<file path="config.mk">
export PLATFORM = sky130hd
export DESIGN_NAME = coef_addr_seq
export DESIGN_NICKNAME = d
export VERILOG_FILES = /design/src/rtl/coef_seq_pkg.sv /design/src/rtl/cs_regs.sv /design/src/rtl/cs_decim_cnt.sv /design/src/rtl/cs_tap_walk.sv /design/src/rtl/coef_addr_seq.sv
export SDC_FILE = /design/constraint.sdc
export NUM_CORES = 1
export LEC_CHECK = 0
export BUFFER_PORTS_ARGS = -buffer_cell sky130_fd_sc_hd__buf_4
export CORE_MARGIN = 2
export CORE_UTILIZATION = 45
export CTS_CLUSTER_SIZE = 25
export DETAILED_ROUTE_END_ITERATION = 16
export PLACE_DENSITY = 0.77
export SETUP_SLACK_MARGIN = 0.4
export SYNTH_ARGS = -nofsm -noshare
export SYNTH_HDL_FRONTEND = slang
export SYNTH_SLANG_ARGS = --single-unit
export TNS_END_PERCENT = 100
</file>
<file path="constraint.sdc">
create_clock -name clk -period 2.84 [get_ports clk]
set_clock_uncertainty 0.2 [all_clocks]
set_input_delay 0.568 -clock clk [delete_from_list [all_inputs] [get_ports clk]]
set_output_delay 0.568 -clock clk [all_outputs]
set_load 0.1 [all_outputs]
</file>
<file path="src/rtl/coef_seq_pkg.sv">
package coef_seq_pkg;

    localparam int MEM_AW  = 8;
    localparam int DEC_W   = 8;
    localparam int COEF_W  = 16;
    localparam int SEL_W   = 3;

    typedef enum logic [SEL_W-1:0] {
        SEL_DECIM  = 3'd0,
        SEL_TAPS   = 3'd1,
        SEL_PHASE  = 3'd2,
        SEL_OFFSET = 3'd3,
        SEL_CTRL   = 3'd4
    } reg_sel_e;

    typedef struct packed {
        logic bank_hi;
        logic nbr_src;
        logic bypass;
    } ctrl_t;

    localparam int CTRL_W = $bits(ctrl_t);

    function automatic int max_w(input int a, input int b);
        return (a > b) ? a : b;
    endfunction

endpackage

</file>
<file path="src/rtl/cs_regs.sv">
module cs_regs
    import coef_seq_pkg::*;
#(
    parameter int AW = MEM_AW,
    parameter int DW = DEC_W,
    parameter int WW = 8
) (
    input  logic             clk,
    input  logic             rst,
    input  logic             we,
    input  logic [SEL_W-1:0] sel,
    input  logic [WW-1:0]    wdata,
    output logic [DW-1:0]    decim_m1,
    output logic [AW-1:0]    taps_m1,
    output logic [DW-1:0]    phase,
    output logic [AW-1:0]    shadow_off,
    output ctrl_t            ctrl
);
    always_ff @(posedge clk) begin
        if (rst) begin
            decim_m1   <= '0;
            taps_m1    <= '0;
            phase      <= '0;
            shadow_off <= '0;
            ctrl       <= '0;
        end else if (we) begin
            case (reg_sel_e'(sel))
                SEL_DECIM:  decim_m1   <= wdata[DW-1:0];
                SEL_TAPS:   taps_m1    <= wdata[AW-1:0];
                SEL_PHASE:  phase      <= wdata[DW-1:0];
                SEL_OFFSET: shadow_off <= wdata[AW-1:0];
                SEL_CTRL:   ctrl       <= ctrl_t'(wdata[CTRL_W-1:0]);
                default: ;
            endcase
        end
    end
endmodule

</file>
<file path="src/rtl/cs_decim_cnt.sv">
module cs_decim_cnt
    import coef_seq_pkg::*;
#(
    parameter int DW = DEC_W
) (
    input  logic          clk,
    input  logic          rst,
    input  logic          start,
    input  logic          sample,
    input  logic [DW-1:0] phase,
    input  logic [DW-1:0] decim_m1,
    output logic          fire
);
    logic [DW-1:0] cnt;
    logic          running;
    logic          hit;

    assign hit  = (cnt >= decim_m1);
    assign fire = running && sample && !start && hit;

    always_ff @(posedge clk) begin
        if (rst) begin
            cnt     <= '0;
            running <= 1'b0;
        end else if (start) begin
            cnt     <= phase;
            running <= 1'b1;
        end else if (running && sample) begin
            cnt <= hit ? '0 : cnt + 1'b1;
        end
    end
endmodule

</file>
<file path="src/rtl/cs_tap_walk.sv">
module cs_tap_walk
    import coef_seq_pkg::*;
#(
    parameter int AW = MEM_AW
) (
    input  logic          clk,
    input  logic          rst,
    input  logic          req,
    input  logic [AW-1:0] shadow_off,
    input  logic [AW-1:0] taps_m1,
    output logic          rd_valid,
    output logic [AW-1:0] rd_addr,
    output logic          first_tap,
    output logic          last_tap,
    output logic          overrun
);
    logic          busy;
    logic [AW-1:0] idx;
    logic [AW-1:0] base;
    logic          at_last;
    logic          accept;

    assign at_last = busy && (idx == taps_m1);
    assign accept  = req && (!busy || at_last);

    always_ff @(posedge clk) begin
        if (rst) begin
            busy    <= 1'b0;
            idx     <= '0;
            base    <= '0;
            overrun <= 1'b0;
        end else begin
            overrun <= req && busy && !at_last;
            if (accept) begin
                busy <= 1'b1;
                idx  <= '0;
                base <= shadow_off;
            end else if (busy) begin
                if (at_last) busy <= 1'b0;
                idx <= idx + 1'b1;
            end
        end
    end

    assign rd_valid  = busy;
    assign rd_addr   = base + idx;
    assign first_tap = busy && (idx == '0);
    assign last_tap  = at_last;
endmodule

</file>
<file path="src/rtl/coef_addr_seq.sv">
module coef_addr_seq
    import coef_seq_pkg::*;
#(
    parameter int AW = MEM_AW,
    parameter int DW = DEC_W,
    parameter int CW = COEF_W
) (
    input  logic             clk,
    input  logic             rst,
    input  logic             reg_we,
    input  logic [SEL_W-1:0] reg_sel,
    input  logic [7:0]       reg_wdata,
    input  logic             start,
    input  logic             own_valid,
    input  logic             nbr_valid,
    input  logic             cw_we,
    input  logic [AW-2:0]    cw_addr,
    input  logic [CW-1:0]    cw_data,
    output logic             rd_valid,
    output logic [AW-1:0]    rd_addr,
    output logic             first_tap,
    output logic             last_tap,
    output logic             overrun,
    output logic             byp_valid,
    output logic             mem_we,
    output logic [AW-1:0]    mem_waddr,
    output logic [CW-1:0]    mem_wdata
);
    localparam int WW = 8;

    logic [DW-1:0] decim_m1;
    logic [AW-1:0] taps_m1;
    logic [DW-1:0] phase;
    logic [AW-1:0] shadow_off;
    ctrl_t         ctrl;
    logic          sel_valid;
    logic          samp_fire;

    cs_regs #(.AW(AW), .DW(DW), .WW(WW)) u_regs (
        .clk        (clk),
        .rst        (rst),
        .we         (reg_we),
        .sel        (reg_sel),
        .wdata      (reg_wdata),
        .decim_m1   (decim_m1),
        .taps_m1    (taps_m1),
        .phase      (phase),
        .shadow_off (shadow_off),
        .ctrl       (ctrl)
    );

    assign sel_valid = ctrl.nbr_src ? nbr_valid : own_valid;
    assign byp_valid = ctrl.bypass && sel_valid;

    cs_decim_cnt #(.DW(DW)) u_cnt (
        .clk      (clk),
        .rst      (rst),
        .start    (start),
        .sample   (sel_valid && !ctrl.bypass),
        .phase    (phase),
        .decim_m1 (decim_m1),
        .fire     (samp_fire)
    );

    cs_tap_walk #(.AW(AW)) u_walk (
        .clk        (clk),
        .rst        (rst),
        .req        (samp_fire),
        .shadow_off (shadow_off),
        .taps_m1    (taps_m1),
        .rd_valid   (rd_valid),
        .rd_addr    (rd_addr),
        .first_tap  (first_tap),
        .last_tap   (last_tap),
        .overrun    (overrun)
    );

    assign mem_we    = cw_we;
    assign mem_waddr = {ctrl.bank_hi, cw_addr};
    assign mem_wdata = cw_data;
endmodule

</file>
=== Yosys cells after proc, flatten, opt, wreduce, memory -nomap -nowiden ===
Cells that the tools add are included.

* Register bits: 62
* Input port bits: 41
* Output and inout bits: 38
* Logic and storage cells: 53

* Add/sub/neg operators: 3
* Order comparisons: 1
* Eq/ne operators: 5
* Multiplexer cells: 7
* Reduce and logical (&&, ||, !) cells: 24

{| class="wikitable"
|+ Operator list
! kind !! count
|-
| two-way mux 8 bit || 3
|-
| adder 8 x 1 -> 8 bit, second input constant || 2
|-
| logical AND 1 bit || 10
|-
| AND reduction 2 bit || 5
|-
| adder 8 bit || 1
|-
| == test 8 bit || 1
|-
| greater-or-equal comparator 8 bit || 1
|-
| zero test 8 bit || 1
|-
| == test 3 x 2 -> 1 bit, second input constant || 2
|-
| zero test 1 bit || 4
|-
| two-way mux 1 bit || 4
|-
| == test 3 x 1 -> 1 bit, second input constant || 1
|-
| == test 3 bit, second input constant || 1
|-
| zero test 3 bit || 1
|-
| nonzero test 2 bit || 1
|-
| OR reduction 2 bit || 1
|-
| logical OR 1 bit || 1
|}

=== Depth between registers and ports, before layout ===
* Depth in word-level cells: 7
* Mapped depth: 9
* Gate-level depth less buffers: 8

=== By module ===
A second synthesis with hierarchy kept.

* Cells, all modules: 421
* Area, all modules: 3831.2 µm²

{| class="wikitable"
|+ Modules (own cells, without submodules)
! module !! instances !! cells each !! area each (µm²) !! seq. area each (µm²)
|-
| cs_regs || 1 || 129 || 1437.6 || 700.7
|-
| cs_tap_walk || 1 || 168 || 1402.6 || 360.3
|-
| cs_decim_cnt || 1 || 97 || 790.8 || 180.2
|-
| coef_addr_seq || 1 || 27 || 200.2 || 0.0
|}

=== Worst setup path after synthesis ===
No wires, ideal clock.

* Path type: register to output
* Start point: register u_walk.idx[0]
* End point: output port rd_addr[2]
* Arrival time: 2623 ps
* Required time: 2072 ps
* Path slack: -551 ps
* Stages on the path, launching flop included: 5
* Buffers on the path: 0
* Path through: dfxtp_1 -> ha_1 -> inv_1 -> fa_1 -> xnor2_1

* Word-level cells in the longest chain between the ends: 1

{| class="wikitable"
|+ Ends and longest elaborated chain
! what !! RTL line !! RTL
|-
| start, declared || cs_tap_walk.sv:18 || <nowiki>logic [AW-1:0] idx;</nowiki>
|-
| start signal, assigned || cs_tap_walk.sv:40 || <nowiki>idx <= idx + 1'b1;</nowiki>
|-
| adder 8 bit || cs_tap_walk.sv:46 || <nowiki>assign rd_addr = base + idx;</nowiki>
|-
| end, declared || coef_addr_seq.sv:20 || <nowiki>output logic [AW-1:0] rd_addr,</nowiki>
|}

Every way passes these cells.

=== Worst setup path in the final report ===
* Start point: register u_walk.base[1]
* End point: output port rd_addr[7]

* Word-level cells in the longest chain between the ends: 1

{| class="wikitable"
|+ Ends and longest elaborated chain
! what !! RTL line !! RTL
|-
| start, declared || cs_tap_walk.sv:19 || <nowiki>logic [AW-1:0] base;</nowiki>
|-
| start signal, assigned || cs_tap_walk.sv:37 || <nowiki>base <= shadow_off;</nowiki>
|-
| adder 8 bit || cs_tap_walk.sv:46 ||
|}

Every way passes these cells.

==> metrics.md <==
| Metric | Value |
|---|---|
| Status | finished with violations |
| Violated checks | negative setup slack |
| Total gr overflow | 0 |
| Initial DRC Count | 133 |
| Starting Density | 0.465 |
| Net Sw Frac | 0.252 |
| Most common cell after layout, fill and taps aside | dfxtp_1 |
| CTS tree | built |
| Register-to-register setup slack | 450 ps |
| Worst hold endpoint | u_regs.shadow_off[7] |
| Hold buffers post-CTS | 0 |
| Reg-to-reg critical path startpoint | u_cnt.cnt[0] |
| Layout cell share with drive strength beyond 1 | 0.276 |
| Vias | 2,657 |
| Synth-to-Final Area Change | 24.8% |
| CTS Buf Count | 9 |
| Worst Hold Class | reg -> reg |
| Critical path, cell by cell | ha_4, a21oi_2, nor2b_2, o31a_1, o41ai_4, xnor2_4, buf_12 |
| Placed cell area | 0.00372 mm² |
| R2R Path End | u_cnt.cnt[0] |
| Critical path capture point type | primary output |
| Final hold slack | between 200 and 300 ps |
| Final net count | 465 |
| Pre-CTS setup slack | 62.7 ps |
| Fin. max-slew vios | 0 |
| Syn_area_per_cell | about 8.7 µm² |
| Pwr/cell area | between 400 and 500 mW/mm² |
| Vias in the first global route | 2,474 |
| Top Family by Delay on Critical Path | compound AO/OA/AOI/OAI gates |
| Flop pwr share | 0.498 |
| Clock slew at reported path FFs | 60 ps |
| Drt first pass iters | 4 |
| Max-slew headroom | 0.534 |
| Total track usage | 0.184 |
| Setup crit start kind | flop |
| Yosys warnings | 0 |
| Setup ws final | -20.8 ps |
| Max-cap viol count | 0 |
| Largest net degree at the start of global routing | 72 |
| Fillers | 638 |
| Gpl congestion | a little over 0.8 |
| Clock Power Share | 0.393 |
| Final setup viols | 2 |
| First-pass GRT wire length | 12,200 µm |
| Reg2Reg Depth | 8 |
| Hold path cells | 2 |
| Top FF cell, synth | dfxtp_1 |
| CP Max Fanout | 3 |
| # rows | 31 |
| Die width | 90.8 µm |
| Logic pwr share | 0.109 |
| Most frequent cells in the layout | dfxtp_1 (52), nand2_1 (42), nor2_1 (33), buf_4 (33), mux2i_1 (28) |
| Worst hold start | u_regs.shadow_off[7] |
| Internal power | 1350 µW |
| Total net switching power | ~450 µW |
| Height of the die | roughly 91 µm |
| Clock Root Buffer | clkbuf_8 |
| Post-DP HPWL | 5120 µm |
| Routed wire length | 7520 µm |
| Drt via density | 5.23 |
| RSZ-0062 raised after global routing | true |
| Slowest Stage Delay on Critical Path | 340 ps |
| Clock buffer depth | 2 |
| Worst skew pair latency | 350 ps |
| Buf/Inv on CP | 1 |
| Pleak | 0.00161 µW |
| Synth Cell Area | 0.00339 mm² |
| Final min period | around 2900 ps |
| Max Fclk | 350 MHz |
| Initial antenna violation count | 0 |
| Post-route ant nets | 0 |
| Yosys reg bits | slightly above 60 |
| Netlist cell types | 50 |
| Worst-margin pin slew | roughly 700 ps |
| Die Area | approximately 0.008 mm² |
| Sequential share of the synthesized area | 0.366 |
| Number of I/O pins | 79 |
| Tcrit/Tclk final | 1.01 |
| Final hold vios | 0 |
| Critical Path AT | approximately 2100 ps |
| Finished Layout Cells | about 510 |
| Cell count after synthesis | between 300 and 400 |
| Syn Nets | between 400 and 500 |
| DR DRC count | 0 |
| WP data required | 2070 ps |
| Async set-or-reset flop fraction in the synthesized netlist | 0 |
| Port Buffers | 30 |
| Total core area | 0.00729 mm² |
| Slowest CP cell | dfxtp_2 |
| Placed Instances | 484 |
| H-Tree Depth | 3 |
| WL per Instance | 14.8 µm |
| CTS Sinks | 62 |
| Worst Path Class, Setup | reg -> out |
| Post-synth EDFFs | 0 |
| Diode count | 0 |
| Post-route cell area | 0.00423 mm² |
| Worst vdd ir | 0.383 mV |
-- worst max-delay path by stage --
stage,from,endpoint,slack [ps],depth (start not counted)
finish,u_walk.base[1],rd_addr[7],-20,7
detailed placement,u_walk.base[1],rd_addr[7],60,7
CTS,u_walk.base[1],rd_addr[7],-30,7
global route,u_walk.base[1],rd_addr[7],-90,7
floorplan,u_walk.idx[0],rd_addr[6],210,8
global placement,u_walk.base[1],rd_addr[7],90,7
-- tightest hold or removal path, stage by stage (launching register included) --
cell and delay, ps:
dfxtp_1 310, nand2_1 50, a21oi_1 50
-- power groups by stage --
stage	clock network, µW	registers, µW	logic (µW)
6_report	709	898	196
5_1_grt	752	899	211
2_1_floorplan	0	916	275
4_1_cts	712	897	178
3_3_place_gp	0	916	165
3_5_place_dp	0	917	167
-- state kept, by name (all words and copies together) (netlist names) --
| register | flops |
|---|---|
| u_cnt.cnt | 8 |
| u_regs.decim_m1 | 8 |
| u_regs.phase | 8 |
| u_regs.shadow_off | 8 |
| u_regs.taps_m1 | 8 |
| u_walk.base | 8 |
| u_walk.idx | 8 |
| u_regs.ctrl | 3 |
| u_cnt.running | 1 |
| u_walk.overrun | 1 |
| u_walk.rd_valid | 1 |
-- final cells by class --
class	count	area, µm²	area share
multi-input combinational	267	2120	0.500
clock buffer	14	173	0.0408
inverter	18	70.1	0.0166
tap	99	124	0.0293
sequential	62	1260	0.298
timing repair buffer	47	484	0.114
clock inverter	1	5.00	0.00118
-- per-layer routing --
| metal | vias to the layer above | track usage | wire, µm |
|---|---|---|---|
| met5 | - | 0 | 0 |
| met4 | 0 | 0.0694 | 132 |
| met3 | 15 | 0.0409 | 445 |
| met2 | 79 | 0.289 | 3530 |
| met1 | 1235 | 0.248 | 3410 |
| li1 | 1328 | - | - |
-- metrics by stage --
step           utilization  setup TNS, ps  power [µW]
2_1_floorplan            -              0        1190
3_3_place_gp         0.511              0        1080
3_5_place_dp         0.511              0        1080
4_1_cts              0.564          -50.9        1790
5_1_grt              0.580           -197        1860
6_report             0.580          -23.6        1800
-- synth_stat cells, types with 2 or more instances --
cell / count / area share
buf_4: 25 / 0.055
inv_1: 18 / 0.020
a31oi_1: 2 / 0.0037
nand4_1: 3 / 0.0055
and3_1: 5 / 0.0092
ha_1: 18 / 0.066
nor3_1: 9 / 0.013
xnor2_1: 11 / 0.028
or4_1: 5 / 0.011
xor2_1: 15 / 0.039
clkbuf_1: 14 / 0.016
o21a_1: 2 / 0.0044
dfxtp_1: 62 / 0.37
o21ai_0: 2 / 0.0030
nand2_1: 42 / 0.047
nor4_1: 2 / 0.0037
a22oi_1: 4 / 0.0089
nand3_1: 5 / 0.0074
a221oi_1: 2 / 0.0052
nor2_1: 36 / 0.040
nor2b_1: 8 / 0.015
o32ai_1: 5 / 0.013
a21oi_1: 24 / 0.035
mux2i_1: 28 / 0.083
nand2b_1: 18 / 0.033
-- repair_timing --
item                       4_1_cts  5_1_grt
pin swaps                       14       12
resized for setup               42       17
buffers inserted                 6        3
setup endpoints to repair       16       15
-- logic make-up (layout without fill, tap and decap cells) --
group / count (synthesis) / after routing / share of synthesized area
simple gates: 145 / 145 / 0.215
flops: 62 / 62 / 0.366
buf+inv: 61 / 80 / 0.103
compound gates: 49 / 49 / 0.0941
mux: 28 / 28 / 0.0827
xor+xnor: 26 / 26 / 0.0672
fa+ha+maj: 19 / 19 / 0.0724
Note: power is estimated with default switching activity, not from simulation.
